## config.mk

```make
export PLATFORM = sky130hd
export DESIGN_NAME = sarReadCtrl
export DESIGN_NICKNAME = d
export VERILOG_FILES = /design/src/rtl/sarReadPkg.sv /design/src/rtl/sarCtrlFsm.sv /design/src/rtl/sarShiftPath.sv /design/src/rtl/sarReadCtrl.sv
export SDC_FILE = /design/constraint.sdc
export NUM_CORES = 1
export LEC_CHECK = 0
export ABC_AREA = 1
export ABC_CLOCK_PERIOD_IN_PS = 1900
export BUFFER_PORTS_ARGS = -buffer_cell sky130_fd_sc_hd__buf_4
export CAP_MARGIN = 20
export CORE_ASPECT_RATIO = 0.9
export CORE_MARGIN = 3
export CORE_UTILIZATION = 53
export CTS_BUF_LIST = sky130_fd_sc_hd__clkbuf_16
export DETAILED_ROUTE_END_ITERATION = 10
export GPL_TIMING_DRIVEN = 0
export PLACE_DENSITY = 0.74
export SYNTH_ARGS = -nofsm -noshare
export SYNTH_HDL_FRONTEND = slang
export SYNTH_SLANG_ARGS = --single-unit
```

## constraint.sdc

```tcl
create_clock -name clk -period 1.9 [get_ports clk]
set_clock_uncertainty 0.15 [all_clocks]
set_input_delay 0.095 -clock clk [delete_from_list [all_inputs] [get_ports clk]]
set_output_delay 0.095 -clock clk [all_outputs]
set_load 0.005 [all_outputs]
```

## src/rtl/sarReadPkg.sv

```systemverilog
package sarReadPkg;

  typedef enum logic [2:0] {
    ST_IDLE,
    ST_SETUP,
    ST_SHIFT,
    ST_HOLD,
    ST_QUIET
  } ctrlState_t;

  // strobes from control to datapath
  typedef struct packed {
    logic clear;    // new frame: empty the shift register
    logic shiftEn;  // take one bit from sdata
    logic deliver;  // publish sample and error flag
  } pathStrobe_t;

endpackage

```

## src/rtl/sarCtrlFsm.sv

```systemverilog
module sarCtrlFsm
  import sarReadPkg::*;
#(
  parameter int DIV_W      = 8,
  parameter int MIN_HALF   = 13,
  parameter int QUIET_CYC  = 15,
  parameter int FRAME_BITS = 16
) (
  input  logic             clk,
  input  logic             rstN,
  input  logic             startReq,
  input  logic [DIV_W-1:0] divIn,
  output logic             csN,
  output logic             sclk,
  output logic             busy,
  output pathStrobe_t      strobe
);

  localparam int QW    = $clog2(QUIET_CYC + 1);
  localparam int CNT_W = (DIV_W > QW) ? DIV_W : QW;
  localparam int IDX_W = $clog2(FRAME_BITS);
  localparam logic [IDX_W-1:0] LAST_IDX = IDX_W'(FRAME_BITS - 1);

  ctrlState_t       state;
  logic [CNT_W-1:0] cnt;
  logic [IDX_W-1:0] edgeIdx;
  logic [DIV_W-1:0] halfReg;
  logic [DIV_W-1:0] halfNow;
  logic [CNT_W-1:0] halfLoad;
  logic [CNT_W-1:0] halfLoadNow;
  logic             pending;
  logic             goNow;
  logic             cntZero;

  always_comb begin
    halfNow     = (divIn < DIV_W'(MIN_HALF)) ? DIV_W'(MIN_HALF) : divIn;
    halfLoad    = CNT_W'(halfReg) - CNT_W'(1);
    halfLoadNow = CNT_W'(halfNow) - CNT_W'(1);
    cntZero     = (cnt == '0);
    goNow       = (state == ST_IDLE) && (startReq || pending);
    busy        = (state != ST_IDLE);
  end

  always_comb begin
    strobe.clear   = goNow;
    strobe.shiftEn = (state == ST_SHIFT) && cntZero && !sclk;
    strobe.deliver = (state == ST_HOLD) && cntZero;
  end

  // divider is sampled only while idle
  always_ff @(posedge clk or negedge rstN) begin
    if (!rstN) begin
      halfReg <= DIV_W'(MIN_HALF);
    end else if (state == ST_IDLE) begin
      halfReg <= halfNow;
    end
  end

  always_ff @(posedge clk or negedge rstN) begin
    if (!rstN) begin
      pending <= 1'b0;
    end else if (goNow) begin
      pending <= 1'b0;
    end else if (startReq && (state != ST_IDLE)) begin
      pending <= 1'b1;
    end
  end

  always_ff @(posedge clk or negedge rstN) begin
    if (!rstN) begin
      state   <= ST_IDLE;
      cnt     <= '0;
      edgeIdx <= '0;
      csN     <= 1'b1;
      sclk    <= 1'b1;
    end else begin
      unique case (state)
        ST_IDLE: begin
          if (goNow) begin
            state <= ST_SETUP;
            csN   <= 1'b0;
            cnt   <= halfLoadNow;
          end
        end
        ST_SETUP: begin
          if (cntZero) begin
            state   <= ST_SHIFT;
            sclk    <= 1'b0;
            edgeIdx <= '0;
            cnt     <= halfLoad;
          end else begin
            cnt <= cnt - CNT_W'(1);
          end
        end
        ST_SHIFT: begin
          if (cntZero) begin
            cnt <= halfLoad;
            if (!sclk) begin
              sclk <= 1'b1;
              if (edgeIdx == LAST_IDX) begin
                state <= ST_HOLD;
              end
            end else begin
              sclk    <= 1'b0;
              edgeIdx <= edgeIdx + IDX_W'(1);
            end
          end else begin
            cnt <= cnt - CNT_W'(1);
          end
        end
        ST_HOLD: begin
          if (cntZero) begin
            state <= ST_QUIET;
            csN   <= 1'b1;
            cnt   <= CNT_W'(QUIET_CYC - 1);
          end else begin
            cnt <= cnt - CNT_W'(1);
          end
        end
        ST_QUIET: begin
          if (cntZero) begin
            state <= ST_IDLE;
          end else begin
            cnt <= cnt - CNT_W'(1);
          end
        end
        default: state <= ST_IDLE;
      endcase
    end
  end

endmodule

```

## src/rtl/sarShiftPath.sv

```systemverilog
module sarShiftPath
  import sarReadPkg::*;
#(
  parameter int FRAME_BITS  = 16,
  parameter int SAMPLE_BITS = 12
) (
  input  logic                   clk,
  input  logic                   rstN,
  input  pathStrobe_t            strobe,
  input  logic                   sdata,
  output logic [SAMPLE_BITS-1:0] sample,
  output logic                   sampleValid,
  output logic                   protoErr
);

  localparam int LEAD_BITS = FRAME_BITS - SAMPLE_BITS;

  logic [FRAME_BITS-1:0] shiftReg;
  logic                  leadHigh;

  always_comb leadHigh = |shiftReg[FRAME_BITS-1 -: LEAD_BITS];

  always_ff @(posedge clk or negedge rstN) begin
    if (!rstN) begin
      shiftReg <= '0;
    end else if (strobe.clear) begin
      shiftReg <= '0;
    end else if (strobe.shiftEn) begin
      shiftReg <= {shiftReg[FRAME_BITS-2:0], sdata};
    end
  end

  always_ff @(posedge clk or negedge rstN) begin
    if (!rstN) begin
      sample      <= '0;
      protoErr    <= 1'b0;
      sampleValid <= 1'b0;
    end else begin
      sampleValid <= strobe.deliver;
      if (strobe.deliver) begin
        sample   <= shiftReg[SAMPLE_BITS-1:0];
        protoErr <= leadHigh;
      end
    end
  end

endmodule

```

## src/rtl/sarReadCtrl.sv

```systemverilog
module sarReadCtrl
  import sarReadPkg::*;
#(
  parameter int DIV_W       = 8,
  parameter int MIN_HALF    = 13,
  parameter int QUIET_CYC   = 15,
  parameter int FRAME_BITS  = 16,
  parameter int SAMPLE_BITS = 12
) (
  input  logic                   clk,
  input  logic                   rstN,
  input  logic                   startReq,
  input  logic [DIV_W-1:0]       divIn,
  input  logic                   sdata,
  output logic                   csN,
  output logic                   sclk,
  output logic                   busy,
  output logic [SAMPLE_BITS-1:0] sample,
  output logic                   sampleValid,
  output logic                   protoErr
);

  pathStrobe_t strobe;

  sarCtrlFsm #(
    .DIV_W     (DIV_W),
    .MIN_HALF  (MIN_HALF),
    .QUIET_CYC (QUIET_CYC),
    .FRAME_BITS(FRAME_BITS)
  ) ctrl_i (
    .clk     (clk),
    .rstN    (rstN),
    .startReq(startReq),
    .divIn   (divIn),
    .csN     (csN),
    .sclk    (sclk),
    .busy    (busy),
    .strobe  (strobe)
  );

  sarShiftPath #(
    .FRAME_BITS (FRAME_BITS),
    .SAMPLE_BITS(SAMPLE_BITS)
  ) path_i (
    .clk        (clk),
    .rstN       (rstN),
    .strobe     (strobe),
    .sdata      (sdata),
    .sample     (sample),
    .sampleValid(sampleValid),
    .protoErr   (protoErr)
  );

endmodule

```

Word-level counts from Yosys, hierarchy flattened --
Cells that the tools add are included.
Cells by class: add/sub/neg operators 4, magnitude comparators 1, equal/unequal tests 14, muxes and demuxes 29, reductions and logical operators 22
Operators with widths (count):
- two-way mux 8 bit | 5
- two-way mux 16 bit | 2
- one-hot mux 8 bit (4 select lines) | 1
- subtractor 8 x 1 -> 8 bit, second input constant | 3
- two-way mux 3 bit | 7
- one-hot mux 3 bit (5 select lines) | 1
- two-way mux 4 bit | 3
- != test 2 x 1 -> 1 bit, second input constant | 6
- AND reduction 3 bit | 3
- zero test 8 bit | 1
- < comparator 8 x 4 -> 1 bit, second input constant | 1
- one-hot mux 4 bit (2 select lines) | 1
- nonzero test 2 bit | 4
- two-way mux 1 bit | 7
- AND reduction 7 bit | 1
- equality test 3 x 2 -> 1 bit, second input constant | 2
- != test 2 bit, second input constant | 3
- logical AND 1 bit | 5
- adder 4 x 1 -> 4 bit, second input constant | 1
- equality test 4 bit, second input constant | 1
- one-hot mux 1 bit (2 select lines) | 2
- AND reduction 4 bit | 1
- nonzero test 4 bit | 1
- OR reduction 4 bit | 1
- 7 further kinds | 7
Storage, ports and cells: register bits 56, input port bits 12, output and inout bits 17, word-level logic and storage cells 81

Logic depth before layout (Yosys ltp) --
Gate-level depths: netlist (run 1).
depth after elaboration 5, mapped depth 13, gate-level depth less buffers 13

By module --
A second synthesis (run 1) with hierarchy kept.
Second synthesis, totals: cell total of the unflattened synthesis 435, area, all modules 3146.8 um^2
Modules (own cells, without submodules):
- sarCtrlFsm | instances 1, cells an instance 306, area an instance 1974.4 um^2
- sarShiftPath | instances 1, cells an instance 129, area an instance 1172.4 um^2

Least setup slack after synthesis (run 1) --
Ideal clock, no wire load.
kind register -> register, start reg ctrl_i.cnt[0], end reg path_i.shiftReg[7], library setup time 0.122 ns, data arrival time 1.484 ns, setup slack 0.144 ns, cell stages (with the launch flop) 11, path buffers 1, period minus slack after synthesis 1.756 ns, cell sequence dfrtp_1 inv_1 ha_1 nand3_1 nor2_8 nand3_4 nand2_1 buf_4 inv_2 nand2_1 o21ai_1
On the way: longest elaborated chain between the ends 4
Ends and longest elaborated chain:
- start: declaration | line sarCtrlFsm.sv:25 | logic [CNT_W-1:0] cnt;
- start signal: assignment | line sarCtrlFsm.sv:82 | cnt <= halfLoadNow;
- start signal: assignment | line sarCtrlFsm.sv:90 | cnt <= halfLoad;
- start signal: assignment | line sarCtrlFsm.sv:92 | cnt <= cnt - CNT_W'(1);
- zero test 8 bit | line sarCtrlFsm.sv:39 | cntZero = (cnt == '0);
- logical AND 1 bit (2 in a row) | line sarCtrlFsm.sv:46 | strobe.shiftEn = (state == ST_SHIFT) && cntZero && !sclk;
- nonzero test 2 bit (no source line)
- end signal: assignment | line sarShiftPath.sv:29 | shiftReg <= {shiftReg[FRAME_BITS-2:0], sdata};
- end: declaration | line sarShiftPath.sv:18 | logic [FRAME_BITS-1:0] shiftReg;
Every way passes these cells. A chain may end at the register's enable or synchronous reset.

Worst setup path in the final report (run 1) --
start in divIn[3], end reg ctrl_i.cnt[4]
On the way: longest elaborated chain between the ends 5
Ends and longest elaborated chain:
- start: declaration | line sarReadCtrl.sv:13 | input logic [DIV_W-1:0] divIn,
- < comparator 8 x 4 -> 1 bit | line sarCtrlFsm.sv:36 | halfNow = (divIn < DIV_W'(MIN_HALF)) ? DIV_W'(MIN_HALF) : divIn;
- two-way mux 8 bit (*) | line sarCtrlFsm.sv:36
- subtractor 8 x 1 -> 8 bit (*) | line sarCtrlFsm.sv:38 | halfLoadNow = CNT_W'(halfNow) - CNT_W'(1);
- two-way mux 8 bit (*) | line sarCtrlFsm.sv:79 | if (goNow) begin
- one-hot mux 8 bit (4 select lines) (*) | line sarCtrlFsm.sv:77 | unique case (state)
Mark *: on every way between the ends. The rest lies on a longest branch, timed or not. The select of a mux whose other input is x is not followed.

==> flow_metrics.tcl, run 1 <==
set metrics [dict create \
    status "complete, no violations" \
    syn_inst 405 \
    die_w_um 86.4 \
    overflow 0 \
    drcViolationCount 0 \
    nNetsFinal 476 \
    clock_latency_ns 0.29 \
    port_buffers 28 \
    diodes 0 \
    syn_to_final_growth_pct 21.7 \
    crit_arrival_ns 1.85 \
    ys_ff_latch 56 \
    ys_warn_count 0 \
    syn_nets 422 \
    path_class "primary input to flip-flop" \
    fin_crit_sh 0.955 \
    synth_common_cells "nand2_1 (114), dfrtp_1 (51), nand3_1 (49), inv_1 (47), nor2_1 (30)" \
    clk_pin_slew_ns 0.07 \
    r2r_start "ctrl_i.cnt[3]" \
    worstPathMaxFanout 4 \
    vdd_ir_drop_max_uv 835 \
    worst_pin_slew_ns 0.690 \
    worstReg2RegEnd "ctrl_i.cnt[4]" \
    dp_slack_ns -0.0800 \
    htree_levels 2 \
    cts_tree "done" \
    io_pins 29 \
    yosys-top-cells-area "dfrtp_1 (41%), nand2_1 (14%), nand3_1 (8.0%)" \
    drive_above_1_share 0.202 \
    place_congestion 0.871 \
    syn_avg_cell_area_sq_um 7.62 \
    synth.distinct_cells 36 \
    cap_viol_max_count 0 \
    die_area_sq_um 6770 \
    critPathCaptureType "flip-flop" \
    cts_max_path_buffers 2 \
    synth_ff_type "dfrtp_1" \
    crit_start "divIn[3]" \
    drt_pass1_iterations 5 \
    grt_pass1_vias 2545 \
    avgViaCountPerCell 5.26 \
    cts.sink_count 56 \
    yosys.area.top_type "dfrtp_1" \
    routed_wl_mm 6.98 \
    start_kind "primary input" \
    cts-root-buf "clkbuf_16" \
    hold_violations 0 \
    vias 2772 \
    synth_edf_count 0 \
    synthMostInstantiatedCell "nand2_1" \
    worst_ep_required_time_ns 1.93 \
    hp-class "primary input to flip-flop" \
    max-slew-margin-rel 0.540 \
    numCtsBuffers 5 \
    hp-start "divIn[7]" \
    synth.top_cell.area_share 0.414 \
    antenna_found_initial 0 \
    core_area_sq_um 5440 \
    power_density_nw_per_um2 1440 \
    grt_max_degree 57 \
    dp_hpwl_mm 4.93 \
    min_period_ns 1.81 \
    die_h_um 78.4 \
    fin_cells 527 \
    leakage_uw 0.00187 \
    slew_viol_final 0 \
    antenna_left 0 \
    placementRows 25 \
    report.final.setup_viol 0 \
    drt_iter0_markers 196 \
    timing.final.ws_setup_ns 0.0855 \
    worst-r2r-setup-slack_ns 0.10 \
    fillers 436 \
    grt_pass1_wl_mm 11.8 \
    yosysSeqAreaShare 0.456 \
    async_flop_share 1.00 \
    place_inst 500 \
    synth_area_sq_um 3080 \
    ff2ff_path_depth 9 \
    cp-endpoint "ctrl_i.cnt[4]" \
    start_util 0.567 \
    wl_per_cell_um 13.2 \
    grt_use_total 0.216 \
    max_freq_ghz 0.551 \
]
-- cell usage in the layout (no fill, tap or decap), types with 5 or more instances in the layout --
cell           instances
a21oi_1                8
buf_4                 41
clkbuf_16              5
dfrtp_1               51
dfstp_2                5
dlygate4sd3_1         10
inv_1                 45
inv_2                  7
nand2_1              112
nand2_2                8
nand3_1               48
nor2_1                28
nor2_2                 5
o21ai_0               25
o21ai_1               14
o22ai_1                6
-- worst min path at each step --
stage | to | cells past startpoint
floorplan | ctrl_i.cnt[0] | 0
global placement | ctrl_i.cnt[6] | 1
detailed placement | ctrl_i.cnt[6] | 1
CTS | ctrl_i.cnt[7] | 5
global route | ctrl_i.cnt[7] | 5
finish | ctrl_i.cnt[7] | 5
-- area by class of cell --
class | instances | area, sq um | area share
Multi-Input combinational cell | 286 | 1460 | 0.389
Sequential cell | 56 | 1410 | 0.375
Timing Repair Buffer | 47 | 378 | 0.101
Inverter | 54 | 206 | 0.0550
Clock buffer | 5 | 125 | 0.0333
Tap cell | 67 | 83.8 | 0.0223
Buffer | 9 | 65.1 | 0.0173
Clock inverter | 3 | 27.5 | 0.00734
-- logic make-up (layout without fill, tap and decap cells) --
kind of cell,after synthesis,count (layout),synth area share
buf+inv,63,118,0.0872
fa+ha+maj,5,5,0.0203
xor+xnor,3,3,0.00852
simple gates,215,215,0.316
flops,56,56,0.456
compound gates,63,63,0.112
-- worst max-delay path, cell delays in order --
cell and delay [ns]:
dlygate4sd3_1 0.53, buf_4 0.12, nand3_1 0.13, a21oi_2 0.22, ha_2 0.22, inv_1 0.07, o21ai_0 0.17, nand3_1 0.10
nand3_1 0.12, nand2_1 0.06
-- per-stage QoR --
step	total power (uW)	hold slack [ns]	area, sq um	TNS (ns)	util
after global routing	5840	0.0616	3750	-0.00126	0.689
final	5400	0.0545	3750	0	0.689
after floorplan	3650	-0.351	3080	0	-
after detailed placement	4280	0.0384	3380	-1.04	0.621
after CTS	5280	0.0411	3640	-0.0221	0.669
after global placement	4210	0.0379	3380	-0.469	0.621
-- per-layer routing --
layer  vias up  track usage  share of wire
li1       1417            -              -
met1      1286        0.328           0.51
met2        65        0.323           0.44
met3         4       0.0336          0.047
met4         0       0.0514         0.0057
met5         -            0              0
-- registers in the layout, indices dropped and copies added (netlist names) --
register,cells
path_i.shiftReg,16
path_i.sample,12
ctrl_i.cnt,8
ctrl_i.halfReg,8
ctrl_i.edgeIdx,4
ctrl_i.state,3
ctrl_i.csN,1
ctrl_i.pending,1
ctrl_i.sclk,1
path_i.protoErr,1
path_i.sampleValid,1
-- repair_timing --
| item | 4_1_cts | 5_1_grt |
|---|---|---|
| pin swaps | 1 | 4 |
| endpoints found under the hold margin | 60 | 0 |
| setup buffers | 1 | 8 |
| endpoints found under the setup margin | 31 | 41 |
| hold buffers | 10 | 0 |
| gates resized for setup | 2 | 14 |
-- where the power goes --
| group | switching, uW | total, uW | internal (uW) |
|---|---|---|---|
| clock | 437 | 938 | 501 |
| sequential | 288 | 1860 | 1580 |
| combinational | 1620 | 2600 | 976 |
Note: power is estimated with default switching activity, not from simulation.
==> inputs of run 2 (changes only) <==
ABC_AREA = not set   (was 1)
PLACE_DENSITY = 0.75   (was 0.74)
==> flow_metrics.tcl, run 2 <==
set metrics [dict create \
    clock_latency_ns 0.30 \
    slew_viol_final 0 \
    worstReg2RegEnd "path_i.shiftReg[13]" \
    worst_pin_slew_ns 0.706 \
    min_period_ns 2.46 \
    cts_max_path_buffers 2 \
    worst-r2r-setup-slack_ns -0.56 \
    antenna_left 0 \
    ys_ff_latch 56 \
    fin_crit_sh 1.29 \
    mostFrequentLayoutCells "nand2_1 (52), dfrtp_1 (49), buf_4 (45)" \
    r2r_start "ctrl_i.cnt[6]" \
    grt_setup_unrepaired "true" \
    antenna_found_initial 0 \
    synth.distinct_cells 53 \
    synth_area_sq_um 2960 \
    cap_viol_max_count 0 \
    hold_violations 0 \
    hold_end "ctrl_i.halfReg[3]" \
    vdd_ir_drop_max_uv 823 \
    syn_to_final_growth_pct 35.1 \
    die_h_um 76.9 \
    max_freq_ghz 0.407 \
    path_delay_family "simple AND/OR/NAND/NOR gates" \
    nNetsFinal 402 \
    ys_warn_count 0 \
    swShare 0.344 \
    syn_inst 319 \
    clk_pin_slew_ns 0.07 \
    grt_use_total 0.239 \
    drt_pass1_iterations 6 \
    violations "negative setup slack" \
    ff2ff_path_depth 7 \
    port_buffers 27 \
    place_congestion 0.962 \
    p_sw_uw 1440 \
    diodes 0 \
    place_inst 413 \
    postLayoutCoreUtil 0.752 \
    fin_hold_ws_ns 0.0178 \
    io_pins 29 \
    whs_path_depth 4 \
    critPathMaxStageDelay_ns 0.54 \
    syn_avg_cell_area_sq_um 9.29 \
    reg_top3 "path_i.shiftReg (16), path_i.sample (12)" \
    worst_ep_required_time_ns 1.97 \
    synth.top_cell.area_share 0.431 \
    fillers 355 \
    synthMostInstantiatedCell "nand2_1" \
    avgViaCountPerCell 6.12 \
    timing.final.ws_setup_ns -0.560 \
    crit_slowest_cell "or4_4" \
    yosys.area.top_type "dfrtp_1" \
    cts_tree "done" \
    seq_power_share 0.424 \
    start_kind "flip-flop" \
    start_util 0.557 \
    core_area_sq_um 5320 \
    cts.sink_count 56 \
    hp-start "divIn[7]" \
    largest_register "path_i.shiftReg" \
    crit_path_cell_trace "or4_4, or3_4, buf_4, nor3_4, buf_4, nand2_1, a21oi_1" \
    yosys-top-cells-area "dfrtp_1 (43%), nand2_1 (8.1%), a21oi_1 (4.9%)" \
    multiInputGateArea_sq_um 1710 \
    syn_nets 336 \
    drt_iter0_markers 288 \
    hp-class "primary input to flip-flop" \
    vias 2772 \
    htree_levels 2 \
    fin_cells 453 \
    max-slew-margin-rel 0.529 \
    power_density_nw_per_um2 1050 \
    async_flop_share 1.00 \
    leakage_uw 0.00176 \
    dp_slack_ns -0.946 \
    placementRows 25 \
    path_class "flip-flop to flip-flop" \
    pwr-share-comb 0.327 \
    status "finished with violations" \
    synth_edf_count 0 \
    largest_register_ffs 16 \
    drcViolationCount 0 \
    mostFrequentLayoutCell "nand2_1" \
    wl_per_cell_um 17.9 \
    critPathCaptureType "flip-flop" \
    power.internal_uw 2750 \
    yosysSeqAreaShare 0.475 \
    numCtsBuffers 5 \
    drive_above_1_share 0.358 \
    die_area_sq_um 6520 \
    die_w_um 84.8 \
    clkPwrFrac 0.249 \
    crit_buf_inv 2 \
    grt_pass1_vias 2544 \
    dp_hpwl_mm 4.54 \
    grt_max_degree 57 \
    setup_tns_ns -19.57 \
    synth_ff_type "dfrtp_1" \
    synth_common_cells "nand2_1 (64), dfrtp_1 (51), a21oi_1 (29), nor2_1 (22)" \
    crit_arrival_ns 2.53 \
    grt_pass1_wl_mm 12.6 \
    overflow 0 \
    routed_wl_mm 8.13 \
    report.final.setup_viol 47 \
    cpMostUsedCell "buf_4" \
    worstPathMaxFanout 6 \
    cts-root-buf "clkbuf_16" \
    ff_latch_area_sq_um 1410 \
]
-- run 2: logic make-up (layout without fill, tap and decap cells) --
group,after synthesis,in the layout,synth area share
compound gates,69,69,0.145
fa+ha+maj,5,5,0.0211
flops,56,56,0.475
xor+xnor,11,11,0.0325
buf+inv,23,90,0.0431
mux,15,15,0.0557
simple gates,140,140,0.228
-- run 2: final cells by class --
type,count,area share
Inverter,10,0.00969
Clock inverter,3,0.0106
Tap cell,67,0.0210
Timing Repair Buffer,61,0.129
Multi-Input combinational cell,240,0.427
Clock buffer,5,0.0313
Buffer,11,0.0194
Sequential cell,56,0.352
-- run 2: power by group through the flow --
stage                     combinational [uW]  sequential, uW  clock, uW
final                                   1370            1780       1050
after CTS                               1190            1750       1050
after global placement                  1030            1760          0
after floorplan                          794            1710          0
after global routing                    1510            1820       1100
after detailed placement                1050            1770          0
-- run 2: how the worst max path moves through the flow --
stage               depth (start not counted)                   to            start  slack, ns
finish                                      7  path_i.shiftReg[13]    ctrl_i.cnt[6]      -0.56
global route                                7  path_i.shiftReg[13]    ctrl_i.cnt[6]      -0.61
CTS                                         8   path_i.shiftReg[6]    ctrl_i.cnt[6]      -0.52
detailed placement                          6   path_i.shiftReg[6]  ctrl_i.state[0]      -0.95
global placement                            6   path_i.shiftReg[4]  ctrl_i.state[0]      -0.87
floorplan                                   6    path_i.sample[10]    ctrl_i.cnt[6]      -0.58
-- run 2: timing repair --
item,CTS,global route
endpoints found under the setup margin,57,50
cloned,1,1
gates resized for setup,35,39
endpoints found under the hold margin,59,0
pin swaps,7,14
hold buffers,8,0
buffers inserted,17,7
-- run 2: metal layers --
metal	vias to the layer above	GRT usage	part of all wire
met5	-	0	0
met4	0	0.0696	0.027
met3	31	0.0419	0.075
met2	149	0.362	0.47
met1	1339	0.353	0.43
li1	1253	-	-
-- run 2: per-stage QoR --
stage	area (sq um)	total power [uW]
after floorplan	3010	2500
after global placement	3300	2790
after detailed placement	3300	2820
after CTS	3820	3990
after global routing	4000	4440
final	4000	4200
-- run 2: worst register-to-register path, delay by kind of cell, from the launching register on --
kind | cells | cell delay [ns]
AND/OR/NAND/NOR | 4 | 1.29
flip-flops | 1 | 0.39
buffers and inverters | 2 | 0.38
AO/OA/AOI/OAI | 1 | 0.17
==> inputs of run 3 (changes only) <==
ABC_CLOCK_PERIOD_IN_PS = 2600   (was 1900)
CORE_UTILIZATION = 59   (was 53)
PLACE_DENSITY = 0.79   (was 0.75)
clock period = 2.6 ns   (was 1.9 ns; I/O delays follow)
==> flow_metrics.tcl, run 3 (same netlist as run 2, synthesis figures left out) <==
set metrics [dict create \
    status "complete, no violations" \
    io_pins 29 \
    clk_pin_slew_ns 0.07 \
    drt_iter0_markers 197 \
    syn_to_final_growth_pct 19.2 \
    numCtsBuffers 5 \
    report.final.setup_viol 0 \
    overflow 0 \
    antenna_left 0 \
    min_period_ns 2.52 \
    postLayoutCoreUtil 0.762 \
    reg_top3 "path_i.shiftReg (16), path_i.sample (12)" \
    grt_setup_unrepaired "false" \
    grt_pass1_wl_mm 11.0 \
    place_inst 408 \
    diodes 0 \
    fin_crit_sh 0.969 \
    hold_violations 0 \
    die_area_sq_um 5910 \
    placementRows 23 \
    worstReg2RegEnd "path_i.sample[10]" \
    drcViolationCount 0 \
    max-slew-margin-rel 0.538 \
    worst_ep_required_time_ns 2.63 \
    cts-root-buf "clkbuf_16" \
    ff2ff_path_depth 6 \
    vdd_ir_drop_max_uv 473 \
    die_w_um 80.7 \
    drt_pass1_iterations 4 \
    slew_viol_final 0 \
    nNetsFinal 380 \
    hp-class "primary input to flip-flop" \
    mostFrequentLayoutCell "nand2_1" \
    setup_tns_ns 0 \
    die_h_um 73.2 \
    power_density_nw_per_um2 781 \
    fillers 341 \
    start_util 0.639 \
    wl_per_cell_um 15.9 \
    antenna_found_initial 0 \
    avgViaCountPerCell 6.01 \
    critPathCaptureType "flip-flop" \
    r2r_start "ctrl_i.cnt[5]" \
    place_congestion 0.893 \
    grt_max_degree 57 \
    worst-r2r-setup-slack_ns 0.08 \
    dp_hpwl_mm 4.49 \
    cp-endpoint "path_i.sample[10]" \
    worst_pin_slew_ns 0.692 \
    mostFrequentLayoutCells "nand2_1 (64), dfrtp_1 (51), buf_4 (32)" \
    worstPathMaxFanout 10 \
    path_class "flip-flop to flip-flop" \
    start_kind "flip-flop" \
    core_area_sq_um 4630 \
    vias 2559 \
    cts_max_path_buffers 2 \
    grt_use_total 0.242 \
    leakage_uw 0.00158 \
    grt_pass1_vias 2286 \
    drive_above_1_share 0.206 \
    crit_arrival_ns 2.55 \
    htree_levels 2 \
    cts_tree "done" \
    fin_cells 426 \
    cap_viol_max_count 0 \
    max_freq_ghz 0.397 \
    clock_latency_ns 0.29 \
    port_buffers 27 \
    routed_wl_mm 6.77 \
    largest_register_ffs 16 \
    cts.sink_count 56 \
    largest_register "path_i.shiftReg" \
    crit_start "ctrl_i.cnt[5]" \
]
==> run 3: power by group <==
group	switching [uW]	internal (uW)
registers	210	1090
clock network	323	366
logic	417	354
==> run 3: metrics by stage <==
stage	power, uW	hold slack, ns	setup WS (ns)	instance area, sq um
3_5_place_dp	2040	0.0713	-0.394	3240
4_1_cts	2750	0.00249	0.0259	3490
3_3_place_gp	2020	0.0736	-0.282	3240
6_report	2760	0.0144	0.0802	3530
5_1_grt	2930	0.0577	0.00826	3530
2_1_floorplan	1820	-0.316	0.0339	2960
==> run 3: timing repair <==
item | 4_1_cts | 5_1_grt
pin swaps | 2 | 4
hold endpoints to repair | 58 | 0
endpoints found under the setup margin | 25 | 34
gates resized for setup | 4 | 6
hold buffers | 7 | 0
buffers inserted | 2 | 2
==> run 3: worst max-delay path: stages (launching register included) <==
cell	delay (ns)
dfrtp_1	0.44
or4_4	0.57
or3_4	0.34
buf_6	0.15
nor3_4	0.23
buf_6	0.18
mux2_2	0.34
==> run 3: cell type report <==
class,count,area [sq um],share of cell area
clock buffer,5,125,0.0354
multi-input combinational,240,1480,0.418
timing repair buffer,38,303,0.0857
tap,62,77.6,0.0220
buffer,12,78.8,0.0223
sequential,56,1410,0.399
clock inverter,3,27.5,0.00779
inverter,10,37.5,0.0106
==> run 3: worst min-delay path by stage <==
stage                  start           endpoint  cells past startpoint
detailed placement      rstN      ctrl_i.cnt[7]                      1
CTS                 divIn[7]  ctrl_i.halfReg[3]                      4
floorplan               rstN      ctrl_i.cnt[0]                      0
global placement        rstN      ctrl_i.cnt[3]                      1
finish              divIn[7]  ctrl_i.halfReg[3]                      4
global route        divIn[0]  ctrl_i.halfReg[0]                      3
==> run 3: routing by layer <==
layer / vias to the layer above / routed length [um] / GRT usage
li1: 1218 / - / -
met1: 1232 / 3180 / 0.356
met2: 105 / 3050 / 0.368
met3: 4 / 506 / 0.0593
met4: 0 / 36 / 0.0507
met5: - / 0 / 0
